**config.mk**
```make
export PLATFORM = sky130hd
export DESIGN_NAME = rtc_bcd_calendar
export DESIGN_NICKNAME = d
export VERILOG_FILES = /design/src/rtl/rtc_cal_pkg.sv /design/src/rtl/rtc_tick_prescaler.sv /design/src/rtl/rtc_cal_next.sv /design/src/rtl/rtc_alarm_cmp.sv /design/src/rtl/rtc_bcd_calendar.sv
export SDC_FILE = /design/constraint.sdc
export NUM_CORES = 1
export LEC_CHECK = 0
export ABC_AREA = 1
export BUFFER_PORTS_ARGS = -buffer_cell sky130_fd_sc_hd__buf_2
export CAP_MARGIN = 20
export CORE_MARGIN = 1.5
export CORE_UTILIZATION = 38
export CTS_CLUSTER_DIAMETER = 200
export DETAILED_ROUTE_END_ITERATION = 8
export PLACE_DENSITY_LB_ADDON = 0.05
export SLEW_MARGIN = 20
export SYNTH_ARGS = -nofsm -noshare
export SYNTH_HDL_FRONTEND = slang
export SYNTH_HIERARCHICAL = 1
export SYNTH_SLANG_ARGS = --single-unit
export TNS_END_PERCENT = 20
```
**constraint.sdc**
```tcl
create_clock -name clk -period 2.4 [get_ports clk]
set_input_delay 0.6 -clock clk [delete_from_list [all_inputs] [get_ports clk]]
set_output_delay 0.6 -clock clk [all_outputs]
set_load 0.1 [all_outputs]
```
**src/rtl/rtc_cal_pkg.sv**
```systemverilog
// Shared definitions for the BCD calendar: field indices, register
// addresses, status bit positions and BCD helper functions.
// Assumes every stored field holds valid packed BCD.
package rtc_cal_pkg;

    localparam int NFIELD = 6;
    localparam int F_SEC  = 0;
    localparam int F_MIN  = 1;
    localparam int F_HOUR = 2;
    localparam int F_DAY  = 3;
    localparam int F_MON  = 4;
    localparam int F_YEAR = 5;

    // One byte per field, index order matches the address order.
    typedef logic [NFIELD-1:0][7:0] cal_t;

    localparam cal_t CAL_RESET = {8'h00, 8'h01, 8'h01, 8'h00, 8'h00, 8'h00};

    localparam logic [2:0] PAGE_TIME  = 3'b000;
    localparam logic [2:0] PAGE_ALARM = 3'b001;
    localparam logic [7:0] ADDR_CTRL  = 8'h40;
    localparam logic [7:0] ADDR_STAT  = 8'h44;
    localparam logic [7:0] ADDR_IEN   = 8'h48;

    localparam int ST_BUSY = 0;
    localparam int ST_RUN  = 1;
    localparam int ST_SEC  = 2;
    localparam int ST_MIN  = 3;
    localparam int ST_HOUR = 4;
    localparam int ST_DAY  = 5;
    localparam int ST_ALM  = 6;
    localparam int IE_TMR  = 2;
    localparam int IE_ALM  = 3;

    // Add one to a two-digit BCD value (caller handles the wrap).
    function automatic logic [7:0] bcd_inc(input logic [7:0] v);
        if (v[3:0] >= 4'd9) return {v[7:4] + 4'd1, 4'd0};
        else                return {v[7:4], v[3:0] + 4'd1};
    endfunction

    // Leap test: (10*t + o) mod 4 equals (2*t + o) mod 4.
    function automatic logic is_leap(input logic [7:0] yr);
        logic [4:0] s;
        s = {yr[7:4], 1'b0} + {1'b0, yr[3:0]};
        return (s[1:0] == 2'b00);
    endfunction

    // Last valid day (BCD) of a BCD month in a BCD year.
    function automatic logic [7:0] month_last_day(input logic [7:0] mon,
                                                  input logic [7:0] yr);
        case (mon)
            8'h02:                      return is_leap(yr) ? 8'h29 : 8'h28;
            8'h04, 8'h06, 8'h09, 8'h11: return 8'h30;
            default:                    return 8'h31;
        endcase
    endfunction

    // True when a BCD month lies in 01..12.
    function automatic logic month_ok(input logic [7:0] mon);
        return ((mon >= 8'h01) && (mon <= 8'h09)) ||
               ((mon >= 8'h10) && (mon <= 8'h12));
    endfunction

endpackage

```
**src/rtl/rtc_tick_prescaler.sv**
```systemverilog
// Divides the 32 kHz tick enable down to one calendar step per second.
// It holds the synchronised run flag, raises busy for the final tick
// period before a step and restarts on request. Assumes TICKS_PER_SEC >= 1.
module rtc_tick_prescaler #(
    parameter int TICKS_PER_SEC = 32768
) (
    input  logic clk,
    input  logic rst_n,
    input  logic tick_en,
    input  logic run_req,
    input  logic restart,
    output logic run_q,
    output logic busy,
    output logic sec_pulse
);
    localparam int CW = (TICKS_PER_SEC > 1) ? $clog2(TICKS_PER_SEC) : 1;
    localparam logic [CW-1:0] LAST = CW'(TICKS_PER_SEC - 1);

    logic [CW-1:0] cnt;

    // Sample the software run bit into the tick domain.
    always_ff @(posedge clk) begin
        if (!rst_n)       run_q <= 1'b0;
        else if (tick_en) run_q <= run_req;
    end

    // Count ticks while running; a restart returns to zero.
    always_ff @(posedge clk) begin
        if (!rst_n)                cnt <= '0;
        else if (restart)          cnt <= '0;
        else if (tick_en && run_q) cnt <= (cnt == LAST) ? '0 : cnt + 1'b1;
    end

    // Busy marks the last tick period; the step happens at its end.
    always_comb begin
        busy      = run_q && (cnt == LAST);
        sec_pulse = tick_en && busy && !restart;
    end

    p_cnt_range_r3: assert property (@(posedge clk) disable iff (!rst_n)
        cnt <= LAST);
    p_cnt_still_r3: assert property (@(posedge clk) disable iff (!rst_n)
        (!tick_en && !restart) |=> $stable(cnt));
    p_restart_zero_r6: assert property (@(posedge clk) disable iff (!rst_n)
        restart |=> (cnt == '0));
    p_run_on_tick_r8: assert property (@(posedge clk) disable iff (!rst_n)
        !tick_en |=> $stable(run_q));
    p_step_wraps_r7: assert property (@(posedge clk) disable iff (!rst_n)
        sec_pulse |=> (cnt == '0));

endmodule

```
**src/rtl/rtc_cal_next.sv**
```systemverilog
// Combinational successor of a BCD calendar value, one second later.
// It also reports which carries occurred. Assumes valid BCD fields.
module rtc_cal_next
    import rtc_cal_pkg::*;
(
    input  cal_t cur,
    output cal_t nxt,
    output logic min_step,
    output logic hour_step,
    output logic day_step
);
    logic sec_wrap, min_wrap, hr_wrap, day_wrap, mon_wrap;

    // Detect per-field wrap conditions.
    always_comb begin
        sec_wrap = (cur[F_SEC]  == 8'h59);
        min_wrap = (cur[F_MIN]  == 8'h59);
        hr_wrap  = (cur[F_HOUR] == 8'h23);
        day_wrap = (cur[F_DAY]  == month_last_day(cur[F_MON], cur[F_YEAR]));
        mon_wrap = (cur[F_MON]  == 8'h12);
    end

    // Ripple the carry from seconds up to the year.
    always_comb begin
        nxt       = cur;
        min_step  = sec_wrap;
        hour_step = sec_wrap && min_wrap;
        day_step  = hour_step && hr_wrap;
        nxt[F_SEC] = sec_wrap ? 8'h00 : bcd_inc(cur[F_SEC]);
        if (min_step)
            nxt[F_MIN] = min_wrap ? 8'h00 : bcd_inc(cur[F_MIN]);
        if (hour_step)
            nxt[F_HOUR] = hr_wrap ? 8'h00 : bcd_inc(cur[F_HOUR]);
        if (day_step)
            nxt[F_DAY] = day_wrap ? 8'h01 : bcd_inc(cur[F_DAY]);
        if (day_step && day_wrap)
            nxt[F_MON] = mon_wrap ? 8'h01 : bcd_inc(cur[F_MON]);
        if (day_step && day_wrap && mon_wrap)
            nxt[F_YEAR] = (cur[F_YEAR] == 8'h99) ? 8'h00 : bcd_inc(cur[F_YEAR]);
    end

endmodule

```
**src/rtl/rtc_alarm_cmp.sv**
```systemverilog
// Full-match comparator between a candidate time and the alarm fields.
// Every field must be equal; there is no wildcard value.
module rtc_alarm_cmp
    import rtc_cal_pkg::*;
(
    input  cal_t cand,
    input  cal_t alm,
    output logic match
);
    logic [NFIELD-1:0] eq;

    for (genvar g = 0; g < NFIELD; g++) begin : g_field
        // Per-field equality.
        assign eq[g] = (cand[g] == alm[g]);
    end

    // All fields must agree.
    assign match = &eq;

endmodule

```
**src/rtl/rtc_bcd_calendar.sv**
```systemverilog
// Top level: byte register bank, calendar state, event flags and
// interrupt outputs around the prescaler, successor and alarm compare.
// Assumes software writes valid BCD to time and alarm fields.
module rtc_bcd_calendar
    import rtc_cal_pkg::*;
#(
    parameter int TICKS_PER_SEC = 32768
) (
    input  logic       clk,
    input  logic       rst_n,
    input  logic       tick_en,
    input  logic [7:0] reg_addr,
    input  logic       reg_wr,
    input  logic [7:0] reg_wdata,
    output logic [7:0] reg_rdata,
    output logic       irq_timer,
    output logic       irq_alarm
);
    cal_t       time_q, alarm_q, time_nxt;
    logic       ctrl_run, ien_tmr, ien_alm;
    logic       ev_sec, ev_min, ev_hour, ev_day, ev_alm;
    logic       run_sync, busy, upd, alm_match;
    logic       min_step, hour_step, day_step;
    logic [2:0] fidx;
    logic       fld_ok, time_sel, alm_sel, time_wr, alm_wr, st_wr;
    logic [7:0] rd_time, rd_alm;

    // Address decode for the field pages and single registers.
    always_comb begin
        fidx     = reg_addr[4:2];
        fld_ok   = (reg_addr[1:0] == 2'b00) && (fidx < 3'(NFIELD));
        time_sel = fld_ok && (reg_addr[7:5] == PAGE_TIME);
        alm_sel  = fld_ok && (reg_addr[7:5] == PAGE_ALARM);
        time_wr  = reg_wr && time_sel;
        alm_wr   = reg_wr && alm_sel;
        st_wr    = reg_wr && (reg_addr == ADDR_STAT);
    end

    rtc_tick_prescaler #(.TICKS_PER_SEC(TICKS_PER_SEC)) u_presc (
        .clk       (clk),
        .rst_n     (rst_n),
        .tick_en   (tick_en),
        .run_req   (ctrl_run),
        .restart   (time_wr),
        .run_q     (run_sync),
        .busy      (busy),
        .sec_pulse (upd)
    );

    rtc_cal_next u_next (
        .cur       (time_q),
        .nxt       (time_nxt),
        .min_step  (min_step),
        .hour_step (hour_step),
        .day_step  (day_step)
    );

    rtc_alarm_cmp u_match (
        .cand  (time_nxt),
        .alm   (alarm_q),
        .match (alm_match)
    );

    // Calendar state: software write has priority over the step.
    always_ff @(posedge clk) begin
        if (!rst_n) begin
            time_q <= CAL_RESET;
        end else if (time_wr) begin
            for (int i = 0; i < NFIELD; i++)
                if (int'(fidx) == i) time_q[i] <= reg_wdata;
        end else if (upd) begin
            time_q <= time_nxt;
        end
    end

    // Alarm field storage.
    always_ff @(posedge clk) begin
        if (!rst_n) begin
            alarm_q <= '0;
        end else if (alm_wr) begin
            for (int i = 0; i < NFIELD; i++)
                if (int'(fidx) == i) alarm_q[i] <= reg_wdata;
        end
    end

    // Control and interrupt-enable registers.
    always_ff @(posedge clk) begin
        if (!rst_n) begin
            ctrl_run <= 1'b0;
            ien_tmr  <= 1'b0;
            ien_alm  <= 1'b0;
        end else if (reg_wr) begin
            if (reg_addr == ADDR_CTRL) ctrl_run <= reg_wdata[0];
            if (reg_addr == ADDR_IEN) begin
                ien_tmr <= reg_wdata[IE_TMR];
                ien_alm <= reg_wdata[IE_ALM];
            end
        end
    end

    // Sticky event flags: set by a step, cleared by writing one.
    always_ff @(posedge clk) begin
        if (!rst_n) begin
            ev_sec  <= 1'b0;
            ev_min  <= 1'b0;
            ev_hour <= 1'b0;
            ev_day  <= 1'b0;
            ev_alm  <= 1'b0;
        end else begin
            if (upd)                           ev_sec  <= 1'b1;
            else if (st_wr && reg_wdata[ST_SEC])  ev_sec  <= 1'b0;
            if (upd && min_step)               ev_min  <= 1'b1;
            else if (st_wr && reg_wdata[ST_MIN])  ev_min  <= 1'b0;
            if (upd && hour_step)              ev_hour <= 1'b1;
            else if (st_wr && reg_wdata[ST_HOUR]) ev_hour <= 1'b0;
            if (upd && day_step)               ev_day  <= 1'b1;
            else if (st_wr && reg_wdata[ST_DAY])  ev_day  <= 1'b0;
            if (upd && alm_match)              ev_alm  <= 1'b1;
            else if (st_wr && reg_wdata[ST_ALM])  ev_alm  <= 1'b0;
        end
    end

    // Field selection for reads.
    always_comb begin
        rd_time = 8'h00;
        rd_alm  = 8'h00;
        for (int i = 0; i < NFIELD; i++) begin
            if (int'(fidx) == i) begin
                rd_time = time_q[i];
                rd_alm  = alarm_q[i];
            end
        end
    end

    // Read data multiplexer.
    always_comb begin
        if (time_sel)                    reg_rdata = rd_time;
        else if (alm_sel)                reg_rdata = rd_alm;
        else if (reg_addr == ADDR_CTRL)  reg_rdata = {7'd0, ctrl_run};
        else if (reg_addr == ADDR_STAT)  reg_rdata = {1'b0, ev_alm, ev_day, ev_hour,
                                                     ev_min, ev_sec, run_sync, busy};
        else if (reg_addr == ADDR_IEN)   reg_rdata = {4'd0, ien_alm, ien_tmr, 2'd0};
        else                             reg_rdata = 8'h00;
    end

    // Interrupt requests.
    assign irq_timer = ien_tmr && ev_sec;
    assign irq_alarm = ien_alm && ev_alm;

    p_time_hold_r3: assert property (@(posedge clk) disable iff (!rst_n)
        (!upd && !time_wr) |=> $stable(time_q));
    p_busy_running_r7: assert property (@(posedge clk) disable iff (!rst_n)
        busy |-> run_sync);
    p_alarm_cause_r10: assert property (@(posedge clk) disable iff (!rst_n)
        $rose(ev_alm) |-> $past(upd && alm_match));
    p_sec_cause_r9: assert property (@(posedge clk) disable iff (!rst_n)
        $rose(ev_sec) |-> $past(upd));
    p_w1c_sec_r9: assert property (@(posedge clk) disable iff (!rst_n)
        (st_wr && reg_wdata[ST_SEC] && !upd) |=> !ev_sec);
    p_month_valid_r5: assert property (@(posedge clk) disable iff (!rst_n)
        (upd && month_ok(time_q[F_MON])) |=> month_ok(time_q[F_MON]));

endmodule

```
==> impl.org, run 1 <==
** Die
- Die footprint :: 24980 sq um
- 30 I/O pins were placed.
- The floorplan step set the die height to 158.1 microns.
- Row count :: 56
- Width of the chip :: 158.1 microns
- In this run the standard cell core region covers 23540 sq um.
- For this configuration, the core starts out at a cell density of 38.81%.

** Min path
- The path class of the tightest hold or removal check is input pin to flip-flop.
- Endpoint of the worst hold path :: u_presc/run_q
- Depth of the worst hold-timing path :: 3
- The startpoint identified for the worst hold timing path is rst_n.

** Global route
- Initial antenna violation count :: 0
- Met2 capacity usage during global routing :: 45.89%
- Met3 GRT Util :: 6.296%
- met2 is the most crowded layer.
- The via count of the first global-routing pass was 9598.
- Total gr overflow :: 0
- Entering global routing, the biggest net connects 100 pins.
- The first global-routing pass estimated 53750 microns of wire.
- Overall fraction of global-route tracks in use :: 28.69%
- Global routing consumed, on the met1 layer, 38.92% of the routing resources.

** Synthesis
- Post-Synthesis Cells :: 1496
- Number of nets produced by synthesis :: 1548
- Async SR Flop Fraction :: 0%
- For this run, the register share of the synthesized area comes to 26.29%.
- Synthesis instantiated 46 different standard cells from the library.
- In this run, synthesis produced a sequential element count of 120.
- Share of the synthesized area in the top cell type :: 26.29%
- Mapped Avg Cell Area :: 6.107 sq um
- Yosys warnings :: 6
- By area the synthesized netlist is led by dfxtp_1 (26%), nand2_1 (16%), inv_1 (8.8%).
- The synthesized design contains 0 enable-type register cells.
- In this run the cell area of the synthesized design comes to 9136 sq um.
- Largest area contributor in the netlist :: dfxtp_1
- In the synthesized netlist the dominant register cell turns out to be dfxtp_1.

** Detailed routing
- Final ANT Viol Nets :: 0
- Across all layers, the routed design uses 10300 vias.
- First DRT Iteration DRCs :: 863
- The final layout contains routed wiring with a total length of 34730 microns.
- Using the TritonRoute via totals, the vias-per-cell ratio works out to 4.962.
- The first detailed-routing pass ran for 5 iterations.
- DRC violation count after routing :: 0
- Mean routed wirelength per cell :: 16.73 microns

** Final layout
- In the final layout, the share of cells above drive strength 1 is 28.00%.
- Multi-input logic area :: 6171 sq um
- Leading registers by flop count :: alarm_q: 48 flops, time_q: 48 flops, u_presc/cnt: 15 flops
- # nets final :: 1797
- Flip-flop and latch area :: 2426 sq um
- Diodes inserted :: 0
- Summing all non-filler instances in the final layout gives an area of 12800 sq um.
- In the layout the commonest cells are nand2_1 (358), buf_4 (223), inv_1 (206), nor2_1 (177), nand3_1 (108).
- The count of cells in the finished layout, fillers not included, comes to 2076.
- Counting the fill cells in the layout gives 2464.
- Leaving out fill and tap cells, the most frequent cell in the layout is nand2_1.
- Relative to the synthesized area, the layout overhead comes to 40.10%.

** Power and ir drop
- Internal portion of total power :: 3.832 mW
- Part of the total power dissipated in sequential elements :: 39.6%
- Proportion of total power due to net switching :: 23.96%
- VDD sags by at most 413.6 uV.
- Combinational cell fraction of total power :: 6.8%
- For this design the total switching power over the nets is 1.208 mW.
- Relative contribution of the clock network to total power :: 53.7%
- Power density cells :: 393.7 nW/um^2
- Leakage power summed over all cells :: 6.061 nW

** Place
- Number of port buffers :: 29
- Last weighted congestion value of the routability-driven placer :: 0.9064
- After legalization and detailed placement, the total HPWL measured 26070 microns.
- Cell Area, Placed :: 11350 sq um
- Post-Place Cells :: 2012

** Status
- Status :: complete, but fails checks
- Violated checks :: negative setup slack

** CTS
- Clock-pin slew was measured on the worst setup and hold paths at 0.06 ns.
- The clock tree synthesis step divided the H-tree into 4 levels.
- Deepest clock path buffer count :: 2
- In this run, CTS created clock tree buffers numbering 17.
- Hold repair after CTS inserted 0 buffers.
- For this design, the sink count on the clock tree is 120.
- TritonCTS built the clock tree.
- The clock reaches the later pin of the worst-skew pair after 0.42 ns.
- The tree is rooted in a clkbuf_16.

** Setup path
- Buffering stage count on the worst path with inverters included :: 3
- CP max stage cell :: dfxtp_4
- The worst setup path is captured at a flip-flop.
- Family with the most delay on the worst path :: simple AND/OR/NAND/NOR gates
- Worst reg2reg startpoint :: time_q[32]
- Data arrival time of the critical path :: 3.16 ns
- Worst reg2reg setup slack :: -0.40 ns
- By instance count, the cell type seen most on the critical path is nor2_4.
- Data required time of the critical path :: 2.76 ns
- CP Cell Sequence :: inv_4, ha_4, nand3_4, nor2_4, buf_4, nand2_2, nand2_2, nor2_4, nand3_4, nor2_8, nand2_8, buf_6, o21ai_4, xnor2_2, nand4_1, nor2_1, nand2_1, nor2_4, nand2_1, a21oi_1
- Startpoint class of the critical path :: flip-flop
- In this run the worst path has a maximum fanout of 7.
- Worst stage delay on the critical path :: 0.36 ns
- In this run the critical register-to-register path is captured at ev_alm.
- Number of cell instances on the worst register-to-register path :: 20
- The setup path with the least slack is of type flip-flop to flip-flop.

** Timing
- On the final layout, the worst clock skew is 0.01504 ns.
- The final-report hold violation count is 0.
- Once routing completed, OpenROAD measured the worst setup slack at -0.4009 ns.
- Crit share post-route :: 116.7%
- The number of max-slew violations in the final report was 0.
- Slew at the pin closest to its max-slew limit :: 0.5070 ns
- The smallest clock period supported by the final layout is computed as 2.801 ns.
- Setup violators final :: 9
- Worst slew slack as a fraction of its limit :: 66.10%
- Unrepaired setup endpoints after global routing :: true
- Maximum clock frequency :: 357.0 MHz

** Flow run
- Max-cap violations in this run came to 0.
worst max-delay path by stage:
stage | startpoint | end | slack [ns] | cells after the start
final | time_q[32] | ev_alm | -0.40 | 20
after global routing | time_q[36] | ev_alm | -0.54 | 20
after CTS | time_q[32] | ev_alm | -0.28 | 24
after detailed placement | time_q[37] | ev_alm | -0.50 | 18
after global placement | time_q[37] | ev_alm | -0.49 | 18
after floorplan | reg_addr[2] | reg_rdata[6] | -0.02 | 9
cell usage after synthesis, types with 3 or more instances:
library cell,number
dfxtp_1,120
nand2_4,6
nand2_1,397
a21oi_1,98
buf_2,17
nand3_1,119
inv_1,214
xor2_1,11
a22oi_1,3
nand4_1,29
clkbuf_1,14
buf_6,9
ha_1,32
xnor2_1,45
inv_2,11
nor2_1,191
nor3_2,4
nor2_2,4
o21ai_1,3
o21ai_2,5
nor2_4,5
buf_4,3
nand2_2,13
o21ai_0,93
nor3_1,8
o22ai_1,4
nand3_2,16
final cells by class:
type                    instances  share of cell area [%]
inverters                     228                   6.891
well taps                     319                   3.118
repair buffers                273                   18.04
flip-flops and latches        120                   18.95
multi-input cells            1105                   48.21
clock inverters                11                   1.144
clock buffers                  20                   3.646
tightest hold or removal path, cell delays in order:
cell    delay (ns)
buf_2         0.12
inv_1         0.07
nor2_1        0.04
repair_timing:
item / 4_1_cts / 5_1_grt
gates resized for setup: 85 / 78
setup endpoints to repair: 12 / 16
buffers inserted: 18 / 12
pin swaps: 40 / 45
cloned: 4 / 1
metrics by stage:
step / TNS, ns / hold slack, ns / setup slack, ns / utilization (%) / power [mW]
final: -1.826 / 0.4588 / -0.4009 / 54.37 / 5.040
after global routing: -2.795 / 0.4643 / -0.5392 / 54.37 / 5.191
after CTS: -1.562 / 0.4487 / -0.2816 / 53.06 / 5.076
after detailed placement: -4.740 / 0.4534 / -0.5031 / 48.20 / 2.333
after global placement: -3.554 / 0.4420 / -0.4929 / 48.20 / 2.333
after floorplan: -0.02860 / 0.4292 / -0.02349 / - / 2.178
power by group through the flow:
stage                     clock network, mW  logic (mW)  registers, mW
after floorplan                           0       0.138           2.04
after detailed placement                  0       0.293           2.04
after CTS                              2.75       0.330           2.00
final                                  2.70       0.341           1.99
after global routing                   2.83       0.363           1.99
after global placement                    0       0.292           2.04
per-layer routing:
layer,up-vias,share of wire [%]
met2,336,45
met1,4673,46
met3,52,6.8
met4,0,2.3
met5,-,0
li1,5240,-
cell families after synthesis:
family	after synthesis	share of synthesized area (%)
xor+xnor	56	5.368
simple gates	802	39.26
fa+ha+maj	32	4.382
buf+inv	272	12.34
flops	120	26.29
compound gates	214	12.35
Power figures use the tool's default switching activity.
==> inputs of run 2 (changes only) <==
--- a/config.mk
+++ b/config.mk
@@ -13,6 +13,7 @@
 export CTS_CLUSTER_DIAMETER = 200
 export DETAILED_ROUTE_END_ITERATION = 8
 export PLACE_DENSITY_LB_ADDON = 0.05
+export SKIP_LAST_GASP = 1
 export SLEW_MARGIN = 20
 export SYNTH_ARGS = -nofsm -noshare
 export SYNTH_HDL_FRONTEND = slang
==> impl.org, run 2 (synthesis results as in run 1) <==
** Status
- Status :: complete, but fails checks
- The final reports fail on negative setup slack.

** Final layout
- Diodes inserted :: 0 (unchanged)
- Final design area excluding fillers :: 12760 sq um (-0.32%)
- The number of standard cells in the final layout excluding fillers came to 2076 (unchanged).
- The post-layout net count is 1797 (unchanged).
- Fillers :: 2468 (+0.16%)
- Compared with the post-synthesis result, the final layout area differs by 39.65%.
- The library cell used most frequently in the layout, excluding fill and tap cells, is nand2_1.
- Commonest non-fill, non-tap cells in the layout :: nand2_1 (365), buf_4 (223), inv_1 (206), nor2_1 (178)
- In the final layout, the registers with the most flip-flops are alarm_q: 48 flops, time_q: 48 flops, u_presc/cnt: 15 flops.
- Layout cell share with drive strength beyond 1 :: 27.26% (-0.74 points)

** Die
- The die width is 158.1 microns (unchanged).
- The starting utilization of the core area came to 38.81% (unchanged).
- Row count :: 56 (unchanged)
- Core area :: 23540 sq um (unchanged)
- Die footprint :: 24980 sq um (unchanged)
- The count of boundary I/O pins came to 30 (unchanged).
- Chip height :: 158.1 microns (unchanged)

** Setup path
- CP Cell Sequence :: inv_4, ha_4, inv_4, nor2_4, nand2_2, nand2_2, nand2_2, nor2_4, nand3_4, nor2_8, nand2_8, buf_6, o21ai_4, xnor2_2, nand4_1, nor2_1, nand2_1, nor2_4, nand2_1, a21oi_1
- Data arrival time of the critical path :: 3.16 ns (about the same)
- Worst reg2reg setup slack :: -0.40 ns (about the same)
- On the critical path, the stage with the largest delay is an instance of dfxtp_4.
- The delay of the slowest critical-path stage came to 0.36 ns (about the same).
- STA classifies the critical path startpoint as a flip-flop.
- On the critical path the largest part of the delay comes from simple AND/OR/NAND/NOR gates.
- Biggest fanout along the worst timing path :: 7 (unchanged)
- Category of the critical setup timing path :: flip-flop to flip-flop
- The critical path required time came to 2.76 ns (about the same).
- STA classifies the critical path endpoint as a flip-flop.
- Buffering stage count on the worst path with inverters included :: 3 (unchanged)

** Timing
- The maximum clock skew at final layout is 0.01489 ns (-0.0001490 ns).
- The transition time at the pin with the least slew margin is 0.5109 ns (+0.003942 ns).
- Slack of the critical path :: -0.4025 ns (-0.001610 ns)
- Final Critical Period :: 2.802 ns (+0.001610 ns)
- Setup repair after global routing could not meet its margin everywhere.
- Hold Worst Slack :: 0.4588 ns (+0.000009000 ns)
- The maximum clock rate was 356.8 MHz (about the same).
- Crit share post-route :: 116.8% (about the same)
- The worst-case headroom to the max-slew limit came to 65.84% (-0.26 points).
- The final-report hold violation count was 0 (unchanged).
- Setup violators final :: 9 (unchanged)
- Final Max Slew Viols :: 0 (unchanged)

** Place
- The weighted congestion at the end of routability-driven global placement is 0.9064 (unchanged).
- The post-place instance area is 11350 sq um (unchanged).
- The count of buffers from port buffering came to 29 (unchanged).
- The HPWL after detailed placement is 26070 microns (unchanged).
- Post-Place Cells :: 2012 (unchanged)

** CTS
- Clk sinks :: 120 (unchanged)
- The total of hold buffers inserted after clock tree synthesis is 0 (unchanged).
- The clock transition at the registers of the reported paths was 0.06 ns (about the same).
- The H-tree depth came to 4 (unchanged).
- Clock tree from TritonCTS :: built
- Clock tree synthesis selected as its root buffer the cell clkbuf_16.
- The maximum buffer depth of the clock tree was 2 (unchanged).
- The number of buffers created by CTS is 17 (unchanged).
- The clock insertion delay at the later pin of the skew report is 0.42 ns (about the same).

** Power and ir drop
- The portion of total power attributed to combinational logic is 6.7% (about the same).
- Power density cells :: 394.4 nW/um^2 (+0.17%)
- Leakage power summed over all cells :: 6.052 nW (-0.14%)
- Part of the total power dissipated in sequential elements :: 39.6% (about the same)
- The worst-case vdd ir drop is 414.4 uV (+0.19%).
- The power consumption was 5.032 mW (-0.15%).
- The reported net switching power was 1.201 mW (-0.52%).
- The internal power was 3.831 mW (about the same).
- Proportion of total power due to net switching :: 23.87% (-0.090 points)
- Relative contribution of the clock network to total power :: 53.6% (about the same)

** Detailed routing
- The per-cell routed wire length is 16.69 microns (-0.24%).
- The number of DRC markers in iteration 0 came to 842 (-2.4%).
- The overall via count from detail_route was 10310 (+0.087%).
- The vias per cell is 4.966 (about the same).
- DRT Wirelength :: 34650 microns (-0.24%)
- The final antenna-violating net count was 0 (unchanged).
- DRC violation count after routing :: 0 (unchanged)
- The number of detailed-routing iterations run before antenna repair was 5 (unchanged).

** Global route
- The remaining global-route overflow came to 0 (unchanged).
- Overall fraction of global-route tracks in use :: 28.69% (unchanged)
- The largest net degree at the start of global routing is 100 (unchanged).
- The via count of the first global-routing pass came to 9590 (-0.083%).
- The initial antenna violation count came to 0 (unchanged).
- Wire length of the first global-routing pass :: 53720 microns (about the same)

** Flow run
- The max-cap check violation count was 0 (unchanged).

** Min path
- The worst hold path belongs to the class input pin to flip-flop.
run 2: cell count changes in the layout (fill, tap and decap cells not counted), moves of 2 or more:
cell / previous run / this run
nand2_1: 358 / 365
nand2_2: 49 / 42
o21ai_0: 78 / 82
o21ai_1: 14 / 12
o21ai_2: 5 / 3
run 2: worst paths after layout:
check / end / from / cells after the start
max reg2reg: ev_alm / time_q[32] / 20
max: ev_alm / time_q[32] / 20
min reg2reg: ien_tmr / ien_tmr / 2
min: u_presc/run_q / rst_n / 3
run 2: repair_timing:
item                                    4_1_cts  5_1_grt
endpoints found under the setup margin       12       16
setup buffers                                18       12
resized for setup                            81       64
pin swaps                                    40       41
cloned                                        4        1
run 2: through the flow:
| stage | TNS [ns] | setup slack [ns] | util [%] |
|---|---|---|---|
| finish | -2.025 | -0.4025 | 54.19 |
| global route | -3.021 | -0.5391 | 54.19 |
| CTS | -1.654 | -0.2816 | 53.04 |
| detailed placement | -4.740 | -0.5031 | 48.20 |
| global placement | -3.554 | -0.4929 | 48.20 |
| floorplan | -0.02860 | -0.02349 | - |
run 2: cell type report:
| cell class | instances | area [sq um] | area share, % |
|---|---|---|---|
| sequential | 120 | 2425 | 19.01 |
| tap | 319 | 399.1 | 3.128 |
| timing repair buffer | 273 | 2305 | 18.06 |
| clock inverter | 11 | 146.4 | 1.147 |
| inverter | 228 | 882.1 | 6.914 |
| clock buffer | 20 | 466.7 | 3.658 |
| multi-input combinational | 1105 | 6135 | 48.08 |
run 2: worst min-delay path: stages:
cell,delay [ns]
buf_2,0.12
inv_1,0.07
nor2_1,0.05
run 2: power groups by stage:
stage	Clock, mW	Sequential [mW]	Combinational [mW]
2_1_floorplan	0	2.04	0.138
3_3_place_gp	0	2.04	0.292
3_5_place_dp	0	2.04	0.293
4_1_cts	2.75	2.00	0.329
5_1_grt	2.84	1.99	0.360
6_report	2.70	1.99	0.338
run 2: per-layer routing:
metal	part of all wire, %	up-vias	wire, microns	global-route usage (%)
met4	2.0	0	683	7.432
met1	45	4666	15680	38.94
li1	-	5238	-	-
met3	7.5	49	2599	6.296
met2	45	357	15680	45.86
met5	0	-	0	0
